<file path="src/rtl/drdy_pkg.sv">
package drdy_pkg;
  // smallest period that leaves room for flag-high, load and flag-low
  localparam int unsigned MIN_RATIO = 3;

  // per-cycle events produced by the decimation counter
  typedef struct packed {
    logic pre;   // one clock before the load
    logic load;  // period end: load the output register
  } dec_evt_t;
endpackage

</file>
<file path="src/rtl/sync_chain.sv">
module sync_chain #(
  parameter int unsigned STAGES   = 2,
  parameter logic        IDLE_VAL = 1'b1
) (
  input  logic clk,
  input  logic rst,
  input  logic din,
  output logic dout
);
  logic [STAGES-1:0] stg;

  genvar i;
  generate
    for (i = 0; i < STAGES; i++) begin : g_stage
      if (i == 0) begin : g_first
        always_ff @(posedge clk) begin
          if (rst) stg[0] <= IDLE_VAL;
          else     stg[0] <= din;
        end
      end else begin : g_next
        always_ff @(posedge clk) begin
          if (rst) stg[i] <= IDLE_VAL;
          else     stg[i] <= stg[i-1];
        end
      end
    end
  endgenerate

  assign dout = stg[STAGES-1];
endmodule

</file>
<file path="src/rtl/decim_counter.sv">
module decim_counter
  import drdy_pkg::*;
#(
  parameter int unsigned RATIO_W = 16
) (
  input  logic               clk,
  input  logic               rst,
  input  logic               hold,
  input  logic [RATIO_W-1:0] ratio,
  output dec_evt_t           evt
);
  localparam logic [RATIO_W-1:0] MIN_R = RATIO_W'(MIN_RATIO);

  logic [RATIO_W-1:0] cnt;
  logic [RATIO_W-1:0] ratio_q;
  logic [RATIO_W-1:0] ratio_eff;
  logic               at_end;
  logic               at_pre;

  assign ratio_eff = (ratio < MIN_R) ? MIN_R : ratio;
  assign at_end    = (cnt == ratio_q - RATIO_W'(1));
  assign at_pre    = (cnt == ratio_q - RATIO_W'(2));

  // ratio is only captured when the count returns to zero
  always_ff @(posedge clk) begin
    if (rst) begin
      cnt     <= '0;
      ratio_q <= ratio_eff;
    end else if (hold || at_end) begin
      cnt     <= '0;
      ratio_q <= ratio_eff;
    end else begin
      cnt     <= cnt + RATIO_W'(1);
    end
  end

  always_comb begin
    evt.pre  = at_pre && !hold;
    evt.load = at_end && !hold;
  end
endmodule

</file>
<file path="src/rtl/ready_flag.sv">
module ready_flag
  import drdy_pkg::*;
(
  input  logic     clk,
  input  logic     rst,
  input  logic     hold,
  input  dec_evt_t evt,
  input  logic     rd_done,
  output logic     oreg_load,
  output logic     drdy_n,
  output logic     mod_rst
);
  always_ff @(posedge clk) begin
    if (rst) begin
      oreg_load <= 1'b0;
      drdy_n    <= 1'b1;
      mod_rst   <= 1'b0;
    end else begin
      oreg_load <= evt.load;
      mod_rst   <= hold;
      // priority: block reads before the load, announce after it,
      // then a completed read clears the flag
      if (evt.pre)                 drdy_n <= 1'b1;
      else if (oreg_load && !hold) drdy_n <= 1'b0;
      else if (rd_done)            drdy_n <= 1'b1;
    end
  end
endmodule

</file>
<file path="src/rtl/drdy_sync_ctrl.sv">
module drdy_sync_ctrl
  import drdy_pkg::*;
#(
  parameter int unsigned RATIO_W     = 16,
  parameter int unsigned SYNC_STAGES = 2
) (
  input  logic               clk,
  input  logic               rst,
  input  logic               sync_n,
  input  logic               sync_cmd,
  input  logic               rd_done,
  input  logic [RATIO_W-1:0] dec_ratio,
  output logic               oreg_load,
  output logic               drdy_n,
  output logic               mod_rst
);
  logic     pin_lvl;
  logic     hold;
  dec_evt_t evt;

  sync_chain #(
    .STAGES   (SYNC_STAGES),
    .IDLE_VAL (1'b1)
  ) u_pin (
    .clk  (clk),
    .rst  (rst),
    .din  (sync_n),
    .dout (pin_lvl)
  );

  // a low synchronized pin or a command strobe freezes the counter
  assign hold = !pin_lvl || sync_cmd;

  decim_counter #(
    .RATIO_W (RATIO_W)
  ) u_cnt (
    .clk   (clk),
    .rst   (rst),
    .hold  (hold),
    .ratio (dec_ratio),
    .evt   (evt)
  );

  ready_flag u_flag (
    .clk       (clk),
    .rst       (rst),
    .hold      (hold),
    .evt       (evt),
    .rd_done   (rd_done),
    .oreg_load (oreg_load),
    .drdy_n    (drdy_n),
    .mod_rst   (mod_rst)
  );
endmodule

</file>
<file path="config.mk">
export PLATFORM = sky130hd
export DESIGN_NAME = drdy_sync_ctrl
export DESIGN_NICKNAME = d
export VERILOG_FILES = /design/src/rtl/drdy_pkg.sv /design/src/rtl/sync_chain.sv /design/src/rtl/decim_counter.sv /design/src/rtl/ready_flag.sv /design/src/rtl/drdy_sync_ctrl.sv
export SDC_FILE = /design/constraint.sdc
export NUM_CORES = 1
export LEC_CHECK = 0
export ABC_AREA = 1
export CAP_MARGIN = 20
export CORE_ASPECT_RATIO = 1.25
export CORE_UTILIZATION = 55
export DETAILED_ROUTE_END_ITERATION = 8
export MAX_ROUTING_LAYER = met4
export PLACE_DENSITY = 0.77
export SLEW_MARGIN = 25
export SYNTH_ARGS = -nofsm -noshare
export SYNTH_HDL_FRONTEND = slang
export SYNTH_SLANG_ARGS = --single-unit
</file>
<file path="constraint.sdc">
create_clock -name clk -period 2.9 [get_ports clk]
set_input_delay 0.29 -clock clk [delete_from_list [all_inputs] [get_ports clk]]
set_output_delay 0.29 -clock clk [all_outputs]
set_load 0.02 [all_outputs]
</file>
# Word-level counts from Yosys, hierarchy flattened

Cells that the tools add are included.

$add $sub $neg: 3
$mul: 0
Div/mod/pow operators: 0
Order comparisons: 1
Eq/ne operators: 2
Shifts and indexed selects: 0
Mux-type cells: 5
Bitwise logic cells: 0
Reductions and logical operators: 11

Operators with widths:

| cell                                                                           | count |
|---|---|
| 16-bit two-way mux                                                             | 3 |
| 16-bit == test                                                                 | 2 |
| 16-bit by 1-bit adder with 16-bit output (second input constant)               | 1 |
| 16-bit by 2-bit less-than comparator with 1-bit output (second input constant) | 1 |
| 16-bit by 1-bit subtractor with 16-bit output (second input constant)          | 1 |
| 16-bit by 2-bit subtractor with 16-bit output (second input constant)          | 1 |
| 2-bit nonzero test                                                             | 2 |
| 2-bit OR reduction                                                             | 2 |
| 1-bit logical AND                                                              | 3 |
| 1-bit logical NOT                                                              | 2 |
| 1-bit logical OR                                                               | 2 |
| 1-bit two-way mux                                                              | 2 |

Flip-flop bits (word level): 37
Bits in latches: 0
Bits in writable memories: 0
Memory bits (read-only): 0
Input bits: 21
Logic and storage cells: 29
Memories kept: 0

# Logic depth before layout (Yosys ltp)

Depth in word-level cells: 5
Gate-level depth with buffers: 16

# By module

A second synthesis with hierarchy kept.

Cells, all modules: 368
Area total of the unflattened synthesis: 2469.9 sq um

By module, submodules not included:

| module         | times used | cells an instance | area each (sq um) |
|---|---|---|---|
| decim_counter  | 1          | 345               | 2302.2 |
| ready_flag     | 1          | 14                | 101.3 |
| sync_chain     | 1          | 7                 | 58.8 |
| drdy_sync_ctrl | 1          | 2                 | 7.5 |

# Worst setup path after synthesis

OpenSTA, ideal clock, no wires.

Kind: register to register
From: reg u_cnt.ratio_q[2]
To: reg u_cnt.ratio_q[0] (enable)
Library setup time: 303 ps
Arrival: 1758 ps
Slack: 839 ps
Stages on the path, launching flop included: 14
Period minus slack after synthesis: 2061 ps
Cell sequence: edfxtp_1 inv_1 ha_1 inv_1 nor2_1 nand2_1 nor2_1 nand2_1 o21ai_0 nand2_1 nor2_1 nand3_2 nand2_4 buf_12

Cells in the longest elaborated chain, start to end: 4

RTL lines:

| element                                       | line                | RTL |
|---|---|---|
| from (decl)                                   | decim_counter.sv:15 | `logic [RATIO_W-1:0] ratio_q;` |
| from (signal assigned)                        | decim_counter.sv:28 | `ratio_q <= ratio_eff;` |
| from (signal assigned)                        | decim_counter.sv:31 | `ratio_q <= ratio_eff;` |
| 16-bit by 1-bit subtractor with 16-bit output | decim_counter.sv:21 | `assign at_end = (cnt == ratio_q - RATIO_W'(1));` |
| 16-bit == test                                | decim_counter.sv:21 |  |
| 1-bit logical OR                              | decim_counter.sv:29 | `end else if (hold \|\| at_end) begin` |
| 2-bit nonzero test (no source line)           | n/a                 |  |

No other way between the ends.
A chain may end at the register's enable or synchronous reset.

# Worst setup path after layout

From: reg u_cnt.ratio_q[1]
To: reg u_cnt.ratio_q[5] (enable)

The elaborated chain is that of the path after synthesis.

==> results.sh <==
export IMPL_critPathLaunchType="register"
export IMPL_synth_cell_types=34
export IMPL_powerDensity_nw_per_um2=379
export IMPL_max_clock_freq_ghz=0.404
export IMPL_r2r_start="u_cnt.ratio_q[1]$_SDFFCE_PN1P_"
export IMPL_fin_crit_ns=2.48
export IMPL_final_area_um2=2870
export IMPL_finalClockSkew_ns=0.00728
export IMPL_yosys_top_cells_area="edfxtp_1 (19%), dfxtp_1 (16%), nand2_1 (15%)"
export IMPL_synth_ff_type="dfxtp_1"
export IMPL_die_width_um=63.2
export IMPL_synth_top_cell_by_area="edfxtp_1"
export IMPL_hp_class="reg2reg"
export IMPL_clk_path_buf_depth=2
export IMPL_arrival_ns=2.41
export IMPL_tightest_slew_ns=0.493
export IMPL_coreArea_um2=4460
export IMPL_p_leak_nw=1.23
export IMPL_slew_viol_final=0
export IMPL_setup_viol=0
export IMPL_seqPwrFrac_pct=54.6
export IMPL_fin_crit_sh_pct=85.4
export IMPL_die_area_um2=4970
export IMPL_htree_num_levels=2
export IMPL_grt_ovfl_total=0
export IMPL_yosysSeqAreaShare_pct=35.0
export IMPL_vias=2216
export IMPL_fillers=434
export IMPL_r2r_end="u_cnt.ratio_q[5]$_SDFFCE_PN0P_"
export IMPL_yosysMostFrequentCell="nand2_1"
export IMPL_avgViaCountPerCell=4.99
export IMPL_synth_seq_cells=37
export IMPL_netlist_area_um2=2580
export IMPL_die_h_um=78.5
export IMPL_peakVddDrop_mv=0.365
export IMPL_grt_pass1_wl_mm=9.55
export IMPL_rsz0062_at_grt="false"
export IMPL_path_max_fanout=32
export IMPL_rows=27
export IMPL_p_sw_share_pct=25.8
export IMPL_firstDrtPassIters=4
export IMPL_cts_sinks=37
export IMPL_root_buffer="clkbuf_8"
export IMPL_cp_end_kind="register"
export IMPL_route_detailed_drc=0
export IMPL_hold_violations=0
export IMPL_initial_core_util_pct=57.8
export IMPL_synth_edff_count=16
export IMPL_syn_avg_cell_area_um2=6.89
export IMPL_worst_slew_margin_rel_pct=66.9
export IMPL_routed_wl_mm=5.44
export IMPL_clk_latency_ns=0.28
export IMPL_hp_start="u_pin.stg[0]$_SDFF_PP1_"
export IMPL_hold_buffers=0
export IMPL_async_flop_share_pct=0
export IMPL_place_area_um2=2790
export IMPL_ctsResizeCount=0
export IMPL_netlist_area_leader_share_pct=18.6
export IMPL_drv_cap=0
export IMPL_grt_use_total_pct=25.4
export IMPL_p_sw_mw=0.280
export IMPL_syn_nets=398
export IMPL_wire_per_inst_um=12.3
export IMPL_ys_warn_count=0
export IMPL_dp_hpwl_mm=4.47
export IMPL_gp_congestion=0.889
export IMPL_cts_tree="done"
export IMPL_syn2layout_area_growth_pct=11.2
export IMPL_drtAntennaViolNets=0
export IMPL_grt_max_degree=33
export IMPL_status="finished clean"
export IMPL_drive_above_1_share_pct=6.99
export IMPL_tns_ns=0
export IMPL_cts_buffers=5
export IMPL_diodes=0
export IMPL_crit_type="reg2reg"
export IMPL_synthCells=374
export IMPL_first_iter_violations=44
export IMPL_internal_power_mw=0.805
export IMPL_rrSetupSlack_ns=0.42
export IMPL_path_clk_slew_ns=0.06
export IMPL_power_frac_comb_pct=15.2
export IMPL_holdPathEnd="u_pin.dout$_SDFF_PP1_"
export IMPL_hold_depth=1
export IMPL_postCtsSetupRepairBufs=0
export IMPL_antenna_found_initial=0
export IMPL_r2r_cells=12
export IMPL_layout_nets=409
export IMPL_grt_pass1_vias=2228
export IMPL_netlist_top_cells_count="nand2_1 (101), inv_1 (55), nor2_1 (51)"
export IMPL_required_ns=2.83
export IMPL_io_buffers=23
export IMPL_ios=24
export IMPL_clockPowerShare_pct=30.1
## critical path, stage by stage (launching register included)
cell and delay [ns]:
edfxtp_1 0.42, inv_1 0.14, ha_1 0.24, inv_1 0.06, nor2_1 0.12, nand2_1 0.10
nor2_1 0.16, nand2_1 0.07, o21ai_0 0.15, nand2_1 0.09, nor2_1 0.13, nand3_2 0.12
nand2_4 0.33
## metrics by stage
stage | power (mW) | setup WS, ns | util [%] | cells | hold WS, ns
after floorplan | 0.713 | 0.839 | - | 374 | 0.359
after global placement | 0.764 | 0.500 | 62.5 | 436 | 0.395
after detailed placement | 0.769 | 0.443 | 62.5 | 436 | 0.398
after CTS | 1.09 | 0.426 | 64.3 | 444 | 0.418
after global routing | 1.14 | 0.154 | 64.3 | 444 | 0.443
final | 1.09 | 0.423 | 64.3 | 444 | 0.416
## registers in the layout, summed over array words and instances, names as in the netlist
signal,flops
u_flag.drdy_n,1
u_cnt.ratio_q,16
u_pin.dout,1
u_flag.mod_rst,1
u_flag.oreg_load,1
u_cnt.cnt,16
u_pin.stg,1
## how the worst max path moves through the flow
stage / slack [ns] / to / depth (start not counted) / from
final: 0.42 / u_cnt.ratio_q[5]$_SDFFCE_PN0P_ / 12 / u_cnt.ratio_q[1]$_SDFFCE_PN1P_
after global routing: 0.15 / u_cnt.ratio_q[4]$_SDFFCE_PN0P_ / 12 / u_cnt.ratio_q[1]$_SDFFCE_PN1P_
after CTS: 0.43 / u_cnt.ratio_q[4]$_SDFFCE_PN0P_ / 12 / u_cnt.ratio_q[1]$_SDFFCE_PN1P_
after detailed placement: 0.44 / u_cnt.ratio_q[1]$_SDFFCE_PN1P_ / 12 / u_cnt.ratio_q[1]$_SDFFCE_PN1P_
after global placement: 0.50 / u_cnt.ratio_q[3]$_SDFFCE_PN0P_ / 12 / u_cnt.ratio_q[1]$_SDFFCE_PN1P_
after floorplan: 0.84 / u_cnt.ratio_q[0]$_SDFFCE_PN1P_ / 13 / u_cnt.ratio_q[2]$_SDFFCE_PN0P_
## layout by cell type (no fill, tap or decap), drive strengths merged, types with 4 or more instances in the layout
cell,instances
xor2,32
nor3,4
nor2,65
nand3,26
xnor2,4
inv,55
nand2,105
clkdlybuf4s50,23
clkbuf,7
dfxtp,21
edfxtp,16
a21oi,4
## area by class of cell
cell class / count / area, µm² / area share [%]
Multi-Input combinational cell: 263 / 1380 / 48.0
Sequential cell: 37 / 901 / 31.4
Timing Repair Buffer: 23 / 230 / 8.03
Inverter: 55 / 206 / 7.20
Clock buffer: 7 / 76.3 / 2.66
Tap cell: 58 / 72.6 / 2.53
Clock inverter: 1 / 3.75 / 0.131
## power by group through the flow
stage	clock (mW)	sequential [mW]	combinational, mW
floorplan	0	0.597	0.116
global placement	0	0.603	0.161
detailed placement	0	0.604	0.165
CTS	0.335	0.592	0.165
global route	0.354	0.595	0.188
finish	0.327	0.593	0.165
## routing by layer
metal	vias to the layer above	part of all wire, %	GRT usage, %
met5	-	0	-
li1	1155	-	-
met1	1004	46	30.0
met3	9	2.7	2.76
met2	48	50	44.7
met4	0	1.7	8.41
## cells by family after synthesis
logic type      count (synthesis)  synth area share [%]
simple gates                  212                  36.7
buf+inv                        74                  11.7
compound gates                 12                  2.96
flops                          37                  35.0
xor+xnor                       36                  12.2
fa+ha+maj                       3                  1.46
(Power assumes the default switching activity.)
